<file path="src/rtl/pll_lock_det_pkg.sv">
package pll_lock_det_pkg;
  localparam int unsigned N_CLK   = 2;
  localparam int unsigned REF_IDX = 0;
  localparam int unsigned FB_IDX  = 1;
endpackage

</file>
<file path="src/rtl/pll_lock_edge_sync.sv">
module pll_lock_edge_sync #(
  parameter int unsigned STAGES = 2
) (
  input  logic clk_i,
  input  logic rst_ni,
  input  logic d_i,
  output logic rise_o
);
  logic [STAGES:0] sh_q;

  always_ff @(posedge clk_i or negedge rst_ni) begin
    if (!rst_ni) sh_q <= '0;
    else         sh_q <= {sh_q[STAGES-1:0], d_i};
  end

  assign rise_o = sh_q[STAGES-1] & ~sh_q[STAGES];
endmodule

</file>
<file path="src/rtl/pll_lock_phase_meas.sv">
module pll_lock_phase_meas #(
  parameter int unsigned CNT_W = 8,
  parameter int unsigned WIN_W = 6
) (
  input  logic             clk_i,
  input  logic             rst_ni,
  input  logic             pd_i,
  input  logic             ref_rise_i,
  input  logic             fb_rise_i,
  input  logic [WIN_W-1:0] win_i,
  output logic             eval_o,
  output logic             pass_o
);
  localparam logic [CNT_W-1:0] MAX = {CNT_W{1'b1}};

  logic [CNT_W-1:0] ref_age_q, fb_age_q, lead_q, lag_q;
  logic             seen_q, armed_q;
  logic [CNT_W-1:0] ref_dist, fb_dist, off;

  function automatic logic [CNT_W-1:0] sat_inc(input logic [CNT_W-1:0] x);
    return (x == MAX) ? x : x + 1'b1;
  endfunction

  assign ref_dist = ref_rise_i ? '0 : ref_age_q;
  assign fb_dist  = fb_rise_i  ? '0 : fb_age_q;
  assign off      = (lead_q < lag_q) ? lead_q : lag_q;
  assign eval_o   = ref_rise_i & armed_q & ~pd_i;
  assign pass_o   = seen_q && (off < CNT_W'(win_i));

  always_ff @(posedge clk_i or negedge rst_ni) begin
    if (!rst_ni) begin
      ref_age_q <= MAX;
      fb_age_q  <= MAX;
      lead_q    <= MAX;
      lag_q     <= MAX;
      seen_q    <= 1'b0;
      armed_q   <= 1'b0;
    end else if (pd_i) begin
      ref_age_q <= MAX;
      fb_age_q  <= MAX;
      lead_q    <= MAX;
      lag_q     <= MAX;
      seen_q    <= 1'b0;
      armed_q   <= 1'b0;
    end else begin
      ref_age_q <= sat_inc(ref_dist);
      fb_age_q  <= sat_inc(fb_dist);
      if (ref_rise_i) begin
        // open a new period
        lead_q  <= fb_dist;
        seen_q  <= fb_rise_i;
        lag_q   <= fb_rise_i ? '0 : MAX;
        armed_q <= 1'b1;
      end else if (fb_rise_i && !seen_q) begin
        lag_q  <= ref_age_q;
        seen_q <= 1'b1;
      end
    end
  end
endmodule

</file>
<file path="src/rtl/pll_lock_run_ctr.sv">
module pll_lock_run_ctr #(
  parameter int unsigned LOCK_RUN = 8,
  parameter int unsigned RUN_W    = $clog2(LOCK_RUN + 2)
) (
  input  logic             clk_i,
  input  logic             rst_ni,
  input  logic             pd_i,
  input  logic             eval_i,
  input  logic             pass_i,
  output logic [RUN_W-1:0] run_o,
  output logic             lock_o
);
  localparam logic [RUN_W-1:0] TOP = RUN_W'(LOCK_RUN + 1);
  localparam logic [RUN_W-1:0] THR = RUN_W'(LOCK_RUN);

  logic [RUN_W-1:0] run_q;
  logic             lock_q;

  always_ff @(posedge clk_i or negedge rst_ni) begin
    if (!rst_ni) begin
      run_q  <= '0;
      lock_q <= 1'b0;
    end else if (pd_i) begin
      run_q  <= '0;
      lock_q <= 1'b0;
    end else if (eval_i) begin
      if (pass_i) begin
        run_q  <= (run_q == TOP) ? TOP : run_q + 1'b1;
        lock_q <= (run_q >= THR);
      end else begin
        run_q  <= '0;
        lock_q <= 1'b0;
      end
    end
  end

  assign run_o  = run_q;
  assign lock_o = lock_q;
endmodule

</file>
<file path="src/rtl/pll_lock_det.sv">
module pll_lock_det #(
  parameter int unsigned CNT_W       = 8,
  parameter int unsigned WIN_W       = 6,
  parameter int unsigned LOCK_RUN    = 8,
  parameter int unsigned SYNC_STAGES = 2,
  localparam int unsigned RUN_W      = $clog2(LOCK_RUN + 2)
) (
  input  logic             clk_i,
  input  logic             rst_ni,
  input  logic             pd_i,
  input  logic             ref_clk_i,
  input  logic             fb_clk_i,
  input  logic [WIN_W-1:0] win_i,
  output logic             lock_o
);
  import pll_lock_det_pkg::*;

  logic [N_CLK-1:0] raw, rise;
  logic             eval, pass;
  logic [RUN_W-1:0] run;

  assign raw[REF_IDX] = ref_clk_i;
  assign raw[FB_IDX]  = fb_clk_i;

  for (genvar g = 0; g < N_CLK; g++) begin : g_sync
    pll_lock_edge_sync #(.STAGES(SYNC_STAGES)) i_sync (
      .clk_i (clk_i),
      .rst_ni(rst_ni),
      .d_i   (raw[g]),
      .rise_o(rise[g])
    );
  end

  pll_lock_phase_meas #(.CNT_W(CNT_W), .WIN_W(WIN_W)) i_meas (
    .clk_i     (clk_i),
    .rst_ni    (rst_ni),
    .pd_i      (pd_i),
    .ref_rise_i(rise[REF_IDX]),
    .fb_rise_i (rise[FB_IDX]),
    .win_i     (win_i),
    .eval_o    (eval),
    .pass_o    (pass)
  );

  pll_lock_run_ctr #(.LOCK_RUN(LOCK_RUN), .RUN_W(RUN_W)) i_run (
    .clk_i (clk_i),
    .rst_ni(rst_ni),
    .pd_i  (pd_i),
    .eval_i(eval),
    .pass_i(pass),
    .run_o (run),
    .lock_o(lock_o)
  );
endmodule

</file>
<file path="config.mk">
export PLATFORM = sky130hd
export DESIGN_NAME = pll_lock_det
export DESIGN_NICKNAME = d
export VERILOG_FILES = /design/src/rtl/pll_lock_det_pkg.sv /design/src/rtl/pll_lock_edge_sync.sv /design/src/rtl/pll_lock_phase_meas.sv /design/src/rtl/pll_lock_run_ctr.sv /design/src/rtl/pll_lock_det.sv
export SDC_FILE = /design/constraint.sdc
export NUM_CORES = 1
export LEC_CHECK = 0
export BUFFER_PORTS_ARGS = -buffer_cell sky130_fd_sc_hd__buf_2
export CORE_MARGIN = 3
export CORE_UTILIZATION = 55
export CTS_CLUSTER_DIAMETER = 50
export CTS_CLUSTER_SIZE = 14
export DETAILED_ROUTE_END_ITERATION = 6
export PLACE_DENSITY = 0.71
export SLEW_MARGIN = 20
export SYNTH_ARGS = -nofsm -noshare
export SYNTH_HDL_FRONTEND = slang
export SYNTH_HIERARCHICAL = 1
export SYNTH_SLANG_ARGS = --single-unit
</file>
<file path="constraint.sdc">
create_clock -name clk_i -period 4.7 [get_ports clk_i]
set_input_delay 0.47 -clock clk_i [delete_from_list [all_inputs] [get_ports clk_i]]
set_output_delay 0.47 -clock clk_i [all_outputs]
set_load 0.01 [all_outputs]
</file>
---- Yosys cells after proc, flatten, opt, wreduce, memory -nomap -nowiden ----
Index checks and enable logic that the tools add are counted.
word-level totals
  output and inout port bits .............. 1
  register bits after elaboration ......... 45
  word-level logic and storage cells ...... 57
  input bits .............................. 11
cells by class
  bitwise operators ....................... 7
  muxes and demuxes ....................... 25
  eq/ne operators ......................... 3
  order comparisons ....................... 3
  $add $sub $neg .......................... 3
  reductions and logical operators ........ 6
operators with widths
  kind                 number
  $mux 8               13
  $add 8x1->8 const B  2
  $eq 8x8->1 const B   2
  $mux 4               4
  $lt 8x6->1           1
  $lt 8x8->1           1
  $mux 1               8
  $add 4x1->4 const B  1
  $and 1x1->1          4
  $eq 4x4->1 const B   1
  $ge 4x4->1 const B   1
  $reduce_bool 2->1    2
  $not 1->1            3
  $reduce_bool 3->1    1
  $logic_and 1x1->1    2
  $logic_not 1->1      1

---- Longest topological paths before layout ----
  depth in word-level cells ............... 7
  mapped depth ............................ 15

---- By module ----
The synthesis kept the hierarchy.
by module, submodules not included
  module               area an instance (sq um)  sequential area each (sq um)  cells each  instances
  pll_lock_phase_meas  2120.8                    890.9                         225         1
  pll_lock_run_ctr     260.2                     125.1                         30          1
  pll_lock_edge_sync   88.8                      75.1                          4           2

---- Least setup slack after synthesis ----
OpenSTA, ideal clock, no wires.
  path type ............................... reg-to-reg
  start point ............................. reg i_meas.lag_q[7]
  end point ............................... reg i_run.run_q[3], in the netlist i_run/run_o[3]
  arrival ................................. 3527 ps
  cell stages (with the launch flop) ...... 16
  setup slack ............................. 1091 ps
  setup time .............................. 82 ps
  period minus slack after synthesis ...... 3609 ps
  cell sequence ........................... dfstp_2 > inv_1 > ha_1 > and4_1 > o21ai_0 > o21ai_2 > mux2_2 > ha_1 > a21oi_1 > nor2b_1 > o21ai_0 > nand4b_1 > a311oi_1 > nand2_1 > or3_1 > a31oi_1
between the ends
  cells in the longest elaborated chain, start to end .. 7
RTL lines
  element                 RTL line                   source
  from (decl)             pll_lock_phase_meas.sv:16  logic [CNT_W-1:0] ref_age_q, fb_age_q, lead_q, lag_q;
  from (signal assigned)  pll_lock_phase_meas.sv:52  lag_q <= fb_rise_i ? '0 : MAX;
  from (signal assigned)  pll_lock_phase_meas.sv:55  lag_q <= ref_age_q;
  $lt 8x8->1              pll_lock_phase_meas.sv:26  assign off = (lead_q < lag_q) ? lead_q : lag_q;
  $mux 8 (*)              pll_lock_phase_meas.sv:26
  $lt 8x6->1 (*)          pll_lock_phase_meas.sv:28  assign pass_o = seen_q && (off < CNT_W'(win_i));
  $logic_and 1x1->1 (*)   pll_lock_phase_meas.sv:28
  net pass                pll_lock_det.sv:19         logic eval, pass;
  $mux 4 (*)              pll_lock_run_ctr.sv:27     if (pass_i) begin
  $mux 4 (*)              pll_lock_run_ctr.sv:26     end else if (eval_i) begin
  $mux 4 (*)              pll_lock_run_ctr.sv:23     end else if (pd_i) begin
  to (signal assigned)    pll_lock_run_ctr.sv:28     run_q <= (run_q == TOP) ? TOP : run_q + 1'b1;
  to (decl)               pll_lock_run_ctr.sv:16     logic [RUN_W-1:0] run_q;
Mark *: on every way through the listed nets, which the timed path passes. The rest lies on a longest branch. The select of a mux whose other input is x is not followed.
A chain may end at the register's enable or synchronous reset.

---- Final worst setup path ----
  start point ............................. reg i_meas.lag_q[7]
  end point ............................... reg i_run.run_q[2], in the netlist i_run/run_o[2]
The elaborated chain is that of the path after synthesis.

==> run summary <==
Status - completed
Routed wire length - 4.81 mm
# Max-Cap Violations - 0
Slowest CP cell - dfstp_2
R2R setup slack - 0.89 ns
Fin crit share - 81.0%
Peak VDD IR - 0.233 mV
Die ar. - 5510 sq um
Core ar. - 4410 sq um
Worst Hold Path EP - g_sync[1].i_sync/sh_q[0]$_DFF_PN0_
Worst hold path class - in2reg
Power Dens Cells - 364 nW/um^2
Crit path cell chain - inv_1 -> ha_1 -> and4_1 -> o21ai_0 -> o21ai_2 -> mux2_2 -> ha_1 -> a21oi_1 -> nor2b_1 -> o21ai_0 -> nand4b_1 -> a311oi_1 -> buf_4 -> nand2_1 -> or3_1 -> a21oi_1
Crit Path Class - reg2reg
Crit-path max cell delay - 0.54 ns
Vias in the first global route - 1,738
Routed wire length per instance - 14.8 um
All-Layer GR Usage - 19.3%
# Post-CTS Setup Buffers - 0
Leak - 0.00122 uW
Largest net degree at the start of global routing - 46
CTS tree - done
Syn Inst Count - 263
Global-route wire length before repair - 8.11 mm
Initial antenna violation count - 0
Residual DRC - 0
Site row count - 24
Clock Sinks - 45
Synth warnings - 6
Yosys cell types - 42
Antenna fix cells - 0
Total Power - 1000 uW
End of the worst register-to-register path - i_run/run_o[2]$_DFFE_PN0P_
Post-synthesis sequential area ratio - 45.6%
Worst setup SP type - flop
Hold Crit Depth - 1
CTS H-tree depth - 2
Worst R2R Path Depth - 16
Initial DRC Count - 132
Port bufs - 11
Die Height - 74.2 um
Worst slew margin - 36.6%
Synthesized area - 2560 sq um
RSZ-0062 raised after global routing - no
Die width - 74.2 um
Slew @ Worst Pin - 0.952 ns
Setup violators final - 0
Hold path startpoint - fb_clk_i
Peak fanout along the critical path - 7
Synth area leaders - dfstp_2 33%, dfrtp_1 13%, ha_1 6.8%
Antenna-violating nets left - 0
EDFF count, synth - 0
Clk Latency, worst-skew pair - 0.29 ns
Fraction of layout cells with a size suffix above 1 - 23.4%
GRT overflow - 0
Arrival time worst endpoint - 4.02 ns
Synth Area per Inst - 9.73 sq um
Clock Tree Buf Depth - 2
Final min period - 3.81 ns
Setup crit end kind - flop
Final #Nets - 297
Final hold vios - 0
Req. time, crit path - 4.91 ns
Syn nets - 288
Fmax - 263 MHz
Synth top area share - 32.9%
Synth Flop Type - dfstp_2
Root buffer cell - clkbuf_8
Synth-to-layout area growth - 7.48%
I/O Pins - 12
CTS clock-pin slew for the worst setup and hold paths - 0.08 ns
Hold bufs inserted after CTS - 0
Yosys top cell by area - dfstp_2
Skew final - 0.0104 ns
Gpl congestion - 0.851
Setup_tns - 0 ns
FF+latch count, synth - 45
Worst r2r src - i_meas/lag_q[7]$_DFFE_PN1P_
Vias - 1,856
Initial Utilization - 58.0%
CP Launch Point - i_meas/lag_q[7]$_DFFE_PN1P_
Vias per cell - 5.71
DR pass1 iterations - 4
Final slew viol count - 0
Post-synth ARST share - 100%
CTS buffer count - 5
Post-DP HPWL - 3.40 mm
CTS resizes - 0
## stage by stage
step,std cells,util [%],setup WS (ns),cell area [sq um],hold WS [ns]
2_1_floorplan,263,-,1.09,2560,0.174
3_3_place_gp,317,60.0,1.11,2650,0.334
3_5_place_dp,317,60.0,0.928,2650,0.336
4_1_cts,325,62.3,0.909,2750,0.270
5_1_grt,325,62.3,0.590,2750,0.270
6_report,325,62.3,0.893,2750,0.279
## Yosys cell counts (3+ instances only)
| cell type | count |
|---|---|
| nand4_1 | 3 |
| inv_1 | 17 |
| o21ai_0 | 27 |
| a21oi_1 | 14 |
| nand3_1 | 6 |
| o21bai_1 | 5 |
| nor2b_1 | 9 |
| dfrtp_1 | 13 |
| dfstp_2 | 32 |
| xnor2_1 | 7 |
| nand2b_1 | 19 |
| and3_1 | 5 |
| a211o_1 | 4 |
| nor2_1 | 25 |
| clkbuf_1 | 10 |
| mux2_2 | 5 |
| ha_1 | 14 |
| xor2_1 | 4 |
| nand2_1 | 13 |
## cells by family (layout without fill, tap and decap cells)
group	after synthesis	after routing	share of synthesized area, %
buffers and inverters	27	37	3.96
adders and majority gates	14	14	6.85
AOI/OAI and AO/OA	61	61	15.1
muxes	7	7	2.98
DFF	45	45	45.6
xor gates and xnor gates	11	11	3.77
and+or+nand+nor	98	98	21.8
## worst max-delay path by stage
stage,cells after the start,slack (ns),endpoint
4_1_cts,16,0.91,i_run/run_o[2]$_DFFE_PN0P_
6_report,16,0.89,i_run/run_o[2]$_DFFE_PN0P_
3_5_place_dp,16,0.93,i_run/run_o[2]$_DFFE_PN0P_
5_1_grt,16,0.59,i_run/run_o[2]$_DFFE_PN0P_
2_1_floorplan,15,1.09,i_run/run_o[3]$_DFFE_PN0P_
3_3_place_gp,16,1.11,i_run/run_o[3]$_DFFE_PN0P_
## where the power goes
part	total (uW)	switching (uW)	internal [uW]
Combinational	242	126	116
Clock	260	127	133
Sequential	500	40.6	459
Total	1000	293	708
## area by class of cell
class	count	area [sq um]
Clock buffer	7	96.3
Clock inverter	1	5.00
Fill cell	371	1660
Inverter	17	63.8
Multi-Input combinational cell	191	1290
Sequential cell	45	1170
Tap cell	52	65.1
Timing Repair Buffer	12	62.6
## critical path, delay by kind of cell (launching register included)
kind / cells / cell delay [ns]
compound gates: 6 / 1.21
simple gates: 5 / 0.79
buf+inv: 2 / 0.23
mux: 1 / 0.39
flops: 1 / 0.54
fa+ha+maj: 2 / 0.56
## cells in the final DEF, fill, tap and decap left out, types with 7 or more instances in the layout
master / count
xnor2_1: 7
inv_1: 17
ha_1: 14
dfstp_2: 32
nand2_1: 13
nand2b_1: 19
buf_2: 11
nor2b_1: 9
clkbuf_8: 7
nor2_1: 25
dfrtp_1: 13
o21ai_0: 27
a21oi_1: 14
## per-layer routing
layer | share of wire, % | vias up | global-route usage (%)
li1 | - | 919 | -
met5 | 0 | - | 0
met1 | 48 | 894 | 27.6
met2 | 47 | 33 | 29.7
met4 | 1.4 | 0 | 4.63
met3 | 3.7 | 10 | 4.73
## registers in the layout (all words and copies together) (netlist names)
signal / cells
i_meas/seen_q: 1
i_meas/ref_age_q: 8
i_meas/armed_q: 1
i_run/lock_o: 1
i_meas/fb_age_q: 8
i_meas/lead_q: 8
i_run/run_o: 4
i_meas/lag_q: 8
g_sync.i_sync/sh_q: 6
Note: power is estimated with default switching activity, not from simulation.
